<file path="config.mk">
export PLATFORM = sky130hd
export DESIGN_NAME = spi_slave_engine
export DESIGN_NICKNAME = d
export VERILOG_FILES = /design/src/rtl/spi_slave_engine.sv
export SDC_FILE = /design/constraint.sdc
export NUM_CORES = 1
export LEC_CHECK = 0
export ABC_AREA = 1
export ABC_CLOCK_PERIOD_IN_PS = 4200
export BUFFER_PORTS_ARGS = -buffer_cell sky130_fd_sc_hd__buf_4
export CORE_MARGIN = 2
export CORE_UTILIZATION = 55
export DETAILED_ROUTE_END_ITERATION = 10
export GPL_ROUTABILITY_DRIVEN = 0
export HOLD_SLACK_MARGIN = 0.12
export PLACE_DENSITY_LB_ADDON = 0.3
export RECOVER_POWER = 25
export REMOVE_ABC_BUFFERS = 1
export SLEW_MARGIN = 20
export SYNTH_ARGS = -nofsm -noshare
export SYNTH_HDL_FRONTEND = slang
export SYNTH_SLANG_ARGS = --single-unit
</file>
<file path="constraint.sdc">
create_clock -name clk -period 4.2 [get_ports clk]
set_clock_uncertainty 0.05 [all_clocks]
set_input_delay 0.84 -clock clk [delete_from_list [all_inputs] [get_ports clk]]
set_output_delay 0.84 -clock clk [all_outputs]
set_load 0.03 [all_outputs]
</file>
<file path="src/rtl/spi_slave_engine.sv">
module spi_slave_engine #(
  parameter int MAXW = 32,
  parameter int SYNC = 2
) (
  input  logic                        clk,
  input  logic                        rst_n,
  input  logic                        soft_rst,
  input  logic [$clog2(MAXW+1)-1:0]   cfg_len,
  input  logic                        cfg_par_en,
  input  logic                        cfg_par_odd,
  input  logic                        cfg_msb_first,
  input  logic                        cfg_cpol,
  input  logic [1:0]                  cfg_mode,
  input  logic [1:0]                  cfg_idle,
  input  logic                        cfg_urun_lvl,
  input  logic                        sck,
  input  logic                        cs_n,
  input  logic                        mosi,
  output logic                        miso_o,
  output logic                        miso_oe,
  input  logic [MAXW-1:0]             tx_data,
  input  logic                        tx_valid,
  output logic                        tx_ready,
  output logic [MAXW-1:0]             rx_data,
  output logic                        rx_valid,
  input  logic                        rx_ready,
  output logic                        frame_done,
  output logic                        err_parity,
  output logic                        err_overrun,
  output logic                        err_underrun
);
  localparam int CW = $clog2(MAXW + 1);

  logic [SYNC:0]   sck_p;
  logic [SYNC-1:0] cs_p, mosi_p;

  always_ff @(posedge clk) begin
    if (!rst_n) begin
      sck_p  <= '0;
      cs_p   <= '1;
      mosi_p <= '0;
    end else begin
      sck_p  <= {sck_p[SYNC-1:0], sck};
      cs_p   <= {cs_p[SYNC-2:0], cs_n};
      mosi_p <= {mosi_p[SYNC-2:0], mosi};
    end
  end

  wire cs_act   = !cs_p[SYNC-1];
  wire mosi_s   = mosi_p[SYNC-1];
  wire sck_rise = sck_p[SYNC-1] & ~sck_p[SYNC];
  wire sck_fall = ~sck_p[SYNC-1] & sck_p[SYNC];
  wire first_e  = cs_act & (cfg_cpol ? sck_fall : sck_rise);
  wire second_e = cs_act & (cfg_cpol ? sck_rise : sck_fall);
  wire tx_en    = cfg_mode != 2'd2;
  wire rx_en    = cfg_mode != 2'd1;

  logic          busy, urun, drv, last_bit, txbuf_full;
  logic [CW-1:0] bitk;
  logic [MAXW-1:0] txbuf, tx_word, rx_sh;

  wire [CW-1:0]   nbits = cfg_len + CW'(cfg_par_en);
  wire [MAXW-1:0] mask  = ~({MAXW{1'b1}} << cfg_len);
  wire [CW-1:0]   kn    = busy ? bitk + CW'(1) : '0;
  wire [MAXW-1:0] src   = busy ? tx_word : txbuf;
  wire [CW-1:0]   tpos  = cfg_msb_first ? cfg_len - CW'(1) - kn : kn;
  wire            tbit  = (kn == cfg_len) ? (^(src & mask) ^ cfg_par_odd)
                                          : |(src & (MAXW'(1) << tpos));
  wire            dval  = (busy ? urun : !txbuf_full) ? cfg_urun_lvl : tbit;
  wire [CW-1:0]   rpos  = cfg_msb_first ? cfg_len - CW'(1) - bitk : bitk;
  wire [MAXW-1:0] rx_nxt = (bitk < cfg_len)
                         ? ((rx_sh & ~(MAXW'(1) << rpos)) | (MAXW'(mosi_s) << rpos))
                         : rx_sh;
  wire            perr  = ^rx_sh ^ mosi_s ^ cfg_par_odd;
  wire            lastb = bitk == nbits - CW'(1);

  assign tx_ready = !txbuf_full;

  always_ff @(posedge clk) begin
    if (!rst_n || soft_rst) begin
      busy <= 1'b0;  urun <= 1'b0;  drv <= 1'b0;  last_bit <= 1'b0;
      txbuf_full <= 1'b0;  bitk <= '0;
      txbuf <= '0;  tx_word <= '0;  rx_sh <= '0;  rx_data <= '0;
      rx_valid <= 1'b0;  frame_done <= 1'b0;
      err_parity <= 1'b0;  err_overrun <= 1'b0;  err_underrun <= 1'b0;
    end else begin
      frame_done <= 1'b0;
      if (tx_valid && !txbuf_full) begin
        txbuf      <= tx_data;
        txbuf_full <= 1'b1;
      end
      if (rx_valid && rx_ready) rx_valid <= 1'b0;
      if (!cs_act) begin
        busy <= 1'b0;
        bitk <= '0;
      end else if (first_e) begin
        busy <= 1'b1;
        bitk <= kn;
        if (!busy) begin
          rx_sh <= '0;
          urun  <= tx_en && !txbuf_full;
          if (tx_en) begin
            if (txbuf_full) begin
              tx_word    <= txbuf;
              txbuf_full <= 1'b0;
            end else begin
              err_underrun <= 1'b1;
            end
          end
        end
        if (tx_en) begin
          drv      <= dval;
          last_bit <= dval;
        end
      end else if (second_e && busy) begin
        rx_sh <= rx_nxt;
        if (lastb) begin
          busy       <= 1'b0;
          frame_done <= 1'b1;
          if (rx_en) begin
            if (rx_valid && !rx_ready) begin
              err_overrun <= 1'b1;
            end else begin
              rx_data  <= rx_nxt;
              rx_valid <= 1'b1;
              if (cfg_par_en && perr) err_parity <= 1'b1;
            end
          end
        end
      end
    end
  end

  wire idle_v = (cfg_idle == 2'd1) | ((cfg_idle == 2'd2) & last_bit);
  assign miso_o  = (busy && tx_en) ? drv : idle_v;
  assign miso_oe = (busy && tx_en) || (cfg_idle != 2'd3);
endmodule

</file>
; ---- After elaboration in Yosys (flattened, before gate mapping)
; Index checks and enable logic that the tools add are counted.
[word_totals]
input_bits = 55
output_inout_bits = 40
regBits = 150
[classes]
n_bitwise = 23
magnitude_cmp = 1
addsub = 6
n_mux = 31
shift = 4
reduce_logical = 29
eq_ne = 8
[ops]
columns = cell, n
row1 = $mux 32, 5
row2 = $and 32x32->32, 3
row3 = $not 32->32, 2
row4 = $reduce_xor 32->1, 2
row5 = $shl 1x6->32 const A, 2
row6 = $or 32x32->32, 1
row7 = $reduce_or 32->1, 1
row8 = $shl 1x6->32, 1
row9 = $shl 32x6->32 const A, 1
row10 = $mux 1, 23
row11 = $mux 6, 3
row12 = $eq 6x6->1, 2
row13 = $reduce_and 6->1, 2
row14 = $sub 6x1->6 const B, 2
row15 = $sub 6x6->6, 2
row16 = $reduce_and 5->1, 2
row17 = $reduce_and 3->1, 3
row18 = $not 1->1, 8
row19 = $logic_and 1x1->1, 7
row20 = $reduce_and 7->1, 1
row21 = $add 6x1->6, 1
row22 = $add 6x1->6 const B, 1
row23 = $lt 6x6->1, 1
row24 = $ne 2x2->1 const B, 3
row25 = 12 further kinds, 23

; ---- Longest topological paths before layout
[logic_depth]
depth_word = 10
mapped_depth = 24
ltp_nobuf = 23

; ---- Worst setup path after synthesis
; OpenSTA, ideal clock, no wires.
[synth_path]
path_kind = input -> register
from = input port cfg_len[1]
to = register rx_sh[5]
setup_slack_ns = 0.964
setup_ns = 0.132
path_stages = 20
t_required_ns = 4.018
arrival_ns = 3.054
cell_sequence = inv_1 > ha_1 > xor2_1 > ha_1 > a21oi_1 > nand2_1 > nand2_1 > nand2_1 > a21oi_1 > nand2b_1 > nand3_1 > nand2_1 > inv_2 > nor2_8 > buf_4 > nand2_1 > o21ai_1 > inv_1 > nand2_1 > a21oi_1
[synth_via]
elab_chain_len = 10
elab_cells_between_ends = 12
[synth_rtl]
columns = element, line
row1 = "start, declared", 8  ; input logic [$clog2(MAXW+1)-1:0] cfg_len,
row2 = $sub 6x1->6, 70  ; wire [CW-1:0] rpos = cfg_msb_first ? cfg_len - CW'(1) - bitk : bitk;
row3 = $sub 6x6->6, 70
row4 = $mux 6, 70
row5 = $shl 1x6->32, 72  ; ? ((rx_sh & ~(MAXW'(1) << rpos)) | (MAXW'(mosi_s) << rpos))
row6 = $not 32->32, 72
row7 = $and 32x32->32, 72
row8 = $or 32x32->32, 72
row9 = $mux 32 (*), 72
row10 = $mux 32 (*), 115  ; end else if (second_e && busy) begin
row11 = $mux 32 (*), 96  ; end else if (first_e) begin
row12 = "end signal, assigned", 116  ; rx_sh <= rx_nxt;
row13 = "end, declared", 60  ; logic [MAXW-1:0] txbuf, tx_word, rx_sh;
; Every way passes the cells marked *; elsewhere a longest branch is shown, timed or not. The select of a mux whose other input is x is not followed.
; A chain may end at the register's enable or synchronous reset.

; ---- Worst setup path in the final report
[layout_path]
from = input port cfg_len[1]
to = register rx_sh[10]
; The elaborated chain is that of the path after synthesis.

==> summary.txt <==
GRT
  • Initial antenna violation count: 0
  • First-pass GRT wire length: 41280 um
  • Grt total ovfl: 0
  • Pin count of the biggest net entering global routing: 75
  • Total GRT Usage: 28.12%
  • Vias in the first global route: 8551

Setup path
  • Setup CP Type: input pin to flop
  • Critical Path AT: 3.80 ns
  • CP Launch Type: input pin
  • Worst-path maximum fanout: 17
  • Critical Path Sink Type: flop
  • CP required: 4.45 ns

Timing
  • Fmax: 282.2 MHz
  • Final Setup Violations: 0
  • Fin crit share: 84.36%
  • RSZ-0062 raised after global routing: false
  • Setup ws final: 0.6569 ns
  • Final Hold Fails: 0
  • Rel. slew slack: 22.89%
  • Max Slew Vio Count: 0
  • Measured slew at the worst slew-check pin: 1.155 ns
  • Fin crit period: 3.543 ns
  • Fin Hold WS: 0.3543 ns

Final layout
  • Final non-filler cell total: 1828
  • Layout cells sized above 1: 8.484%
  • Final Util: 62.74%
  • Area growth syn-to-layout: 12.46%
  • Fin nets: 1670
  • N_diodes: 0

Yosys
  • Cell taking the most area after synthesis: dfxtp_1
  • Netlist cell types: 39
  • Synth top cells by count: nand2_1 (433), inv_1 (164), nor2_1 (163)
  • Top cell type's share of synthesized area: 31.45%
  • Top-count cell post-synth: nand2_1
  • Main synth FF type: dfxtp_1
  • Post-Syn Area: 9549 um^2
  • Seq/Total Area, Yosys: 31.45%
  • Post-synth EDFFs: 0
  • Flops & latches, synth: 150
  • FFs w/ async S/R, synth: 0%
  • Post-Syn Area per Cell: 6.241 um^2
  • Synth area leaders: dfxtp_1 (31%), nand2_1 (17%), a21oi_1 (7.4%), nand3_1 (6.9%), inv_1 (6.4%)
  • Gate Count Post-Synth: 1530
  • Synth warnings: 0

Drt
  • Final ANT Viol Nets: 0
  • Residual DRC: 0
  • DRT Pass-1 Iters: 8
  • Vias: 9795
  • Via/cell ratio: 5.358
  • Routed len/inst: 14.07 um
  • Iter 0 DRT Violations: 890
  • Final wirelength: 25730 um

Clock tree
  • CTS Root Cell: clkbuf_16
  • TritonCTS clock tree: built
  • Setup Buffers After CTS: 0
  • CTS Buf Count: 17
  • Max H-tree Level: 4
  • Reg clk slew, reported paths: 0.07 ns
  • CTS sink count: 150
  • Post-CTS Resized: 0
  • Max Buffers Root-to-Sink: 2
  • Hold_buf cts: 0
  • Clk_lat worst skew: 0.44 ns

Floorplan
  • Die area: 18430 um^2
  • Die W: 135.8 um
  • Initial Util: 55.79%
  • Die height: 135.8 um
  • I/O pin count: 95
  • Row count: 48
  • Core footprint: 17120 um^2

Placed design
  • DP Worst Slack: 0.2949 ns
  • Port bufs: 94
  • DPL Wire Length: 18600 um
  • Placed insts: 1797

Pwr
  • Leakage: 0.004764 uW
  • Max VDD drop: 0.0002870 V
  • PD cells: 321.4 nW/um^2

Job
  • Max-Cap Viols: 0

Hold path
  • Hold WC Path Type: flop to flop

Status
  • Status: finished clean
==> registers in the layout (all words and copies together) (netlist names) <==
signal	cells
tx_word	32
rx_data	32
cs_p	2
err_parity	1
bitk	6
mosi_p	2
txbuf	32
err_underrun	1
sck_p	3
frame_done	1
urun	1
err_overrun	1
busy	1
txbuf_full	1
last_bit	1
rx_sh	32
rx_valid	1
==> cell families (layout without fill, tap and decap cells) <==
logic type,after synthesis,count (layout),synth area share [%]
AOI/OAI and AO/OA,300,300,16.84
xor gates and xnor gates,49,49,4.494
adders and majority gates,24,24,3.302
buffers and inverters,242,315,10.80
DFF,150,150,31.45
and+or+nand+nor,765,765,33.12
==> critical path: stages <==
cell	delay [ns]
buf_4	0.14
inv_1	0.16
ha_1	0.22
xor2_1	0.24
ha_1	0.32
a21oi_1	0.20
nand2_1	0.07
nand2_1	0.07
nand2_1	0.06
a21oi_1	0.15
nand2b_1	0.15
nand3_1	0.07
nand2_1	0.08
inv_2	0.06
nor2_8	0.24
nand2_2	0.26
nor2_1	0.18
nand2_1	0.09
nand3_1	0.11
a21oi_1	0.07
==> area by class of cell <==
class,instances,area (um^2)
clock buffer,20,446.7
clock inverter,11,125.1
fill,1638,6377
inverter,177,669.4
multi-input combinational,1138,5532
sequential,150,3004
tap,225,281.5
timing repair buffer,107,680.7
==> placed cells by master (no fill, tap or decap), drive strengths merged, types with 5 or more instances in the layout <==
master and count:
nand2 438, inv 176, nor2 170, dfxtp 150, a21oi 141, o21ai 137
nand3 132, buf 71, clkbuf 56, xnor2 26, xor2 23, ha 22
o21bai 17, nand4 11, clkinv 9, nor3 5, or2 5
==> final timing paths <==
kind         startpoint        end  slack, ns  depth (start not counted)
max          cfg_len[1]  rx_sh[10]       0.66                         20
min            sck_p[0]   sck_p[1]       0.35                          2
max reg2reg     bitk[0]   last_bit       0.80                         21
min reg2reg    sck_p[0]   sck_p[1]       0.35                          2
==> metrics by stage <==
step                      TNS, ns  cell area (um^2)  power, uW
after floorplan           -0.7307              9188       1801
after global placement          0             10310       1953
after detailed placement        0             10310       1964
after CTS                       0             10880       3453
after global routing            0             10740       3577
final                           0             10740       3451
==> layer usage <==
layer / GRT usage (%) / routed length (um) / vias up
li1: - / - / 5005
met2: 47.25 / 12020 / 343
met1: 35.53 / 11100 / 4388
met4: 9.664 / 617 / 0
met5: 0 / 0 / -
met3: 6.360 / 1990 / 59
==> where the power goes <==
group / internal, uW / leakage [uW] / switching, uW
logic: 159 / 0.00327 / 335
registers: 1440 / 0.00121 / 8.88
clock network: 889 / 0.000282 / 619
total: 2490 / 0.00476 / 963
(Power assumes the default switching activity.)
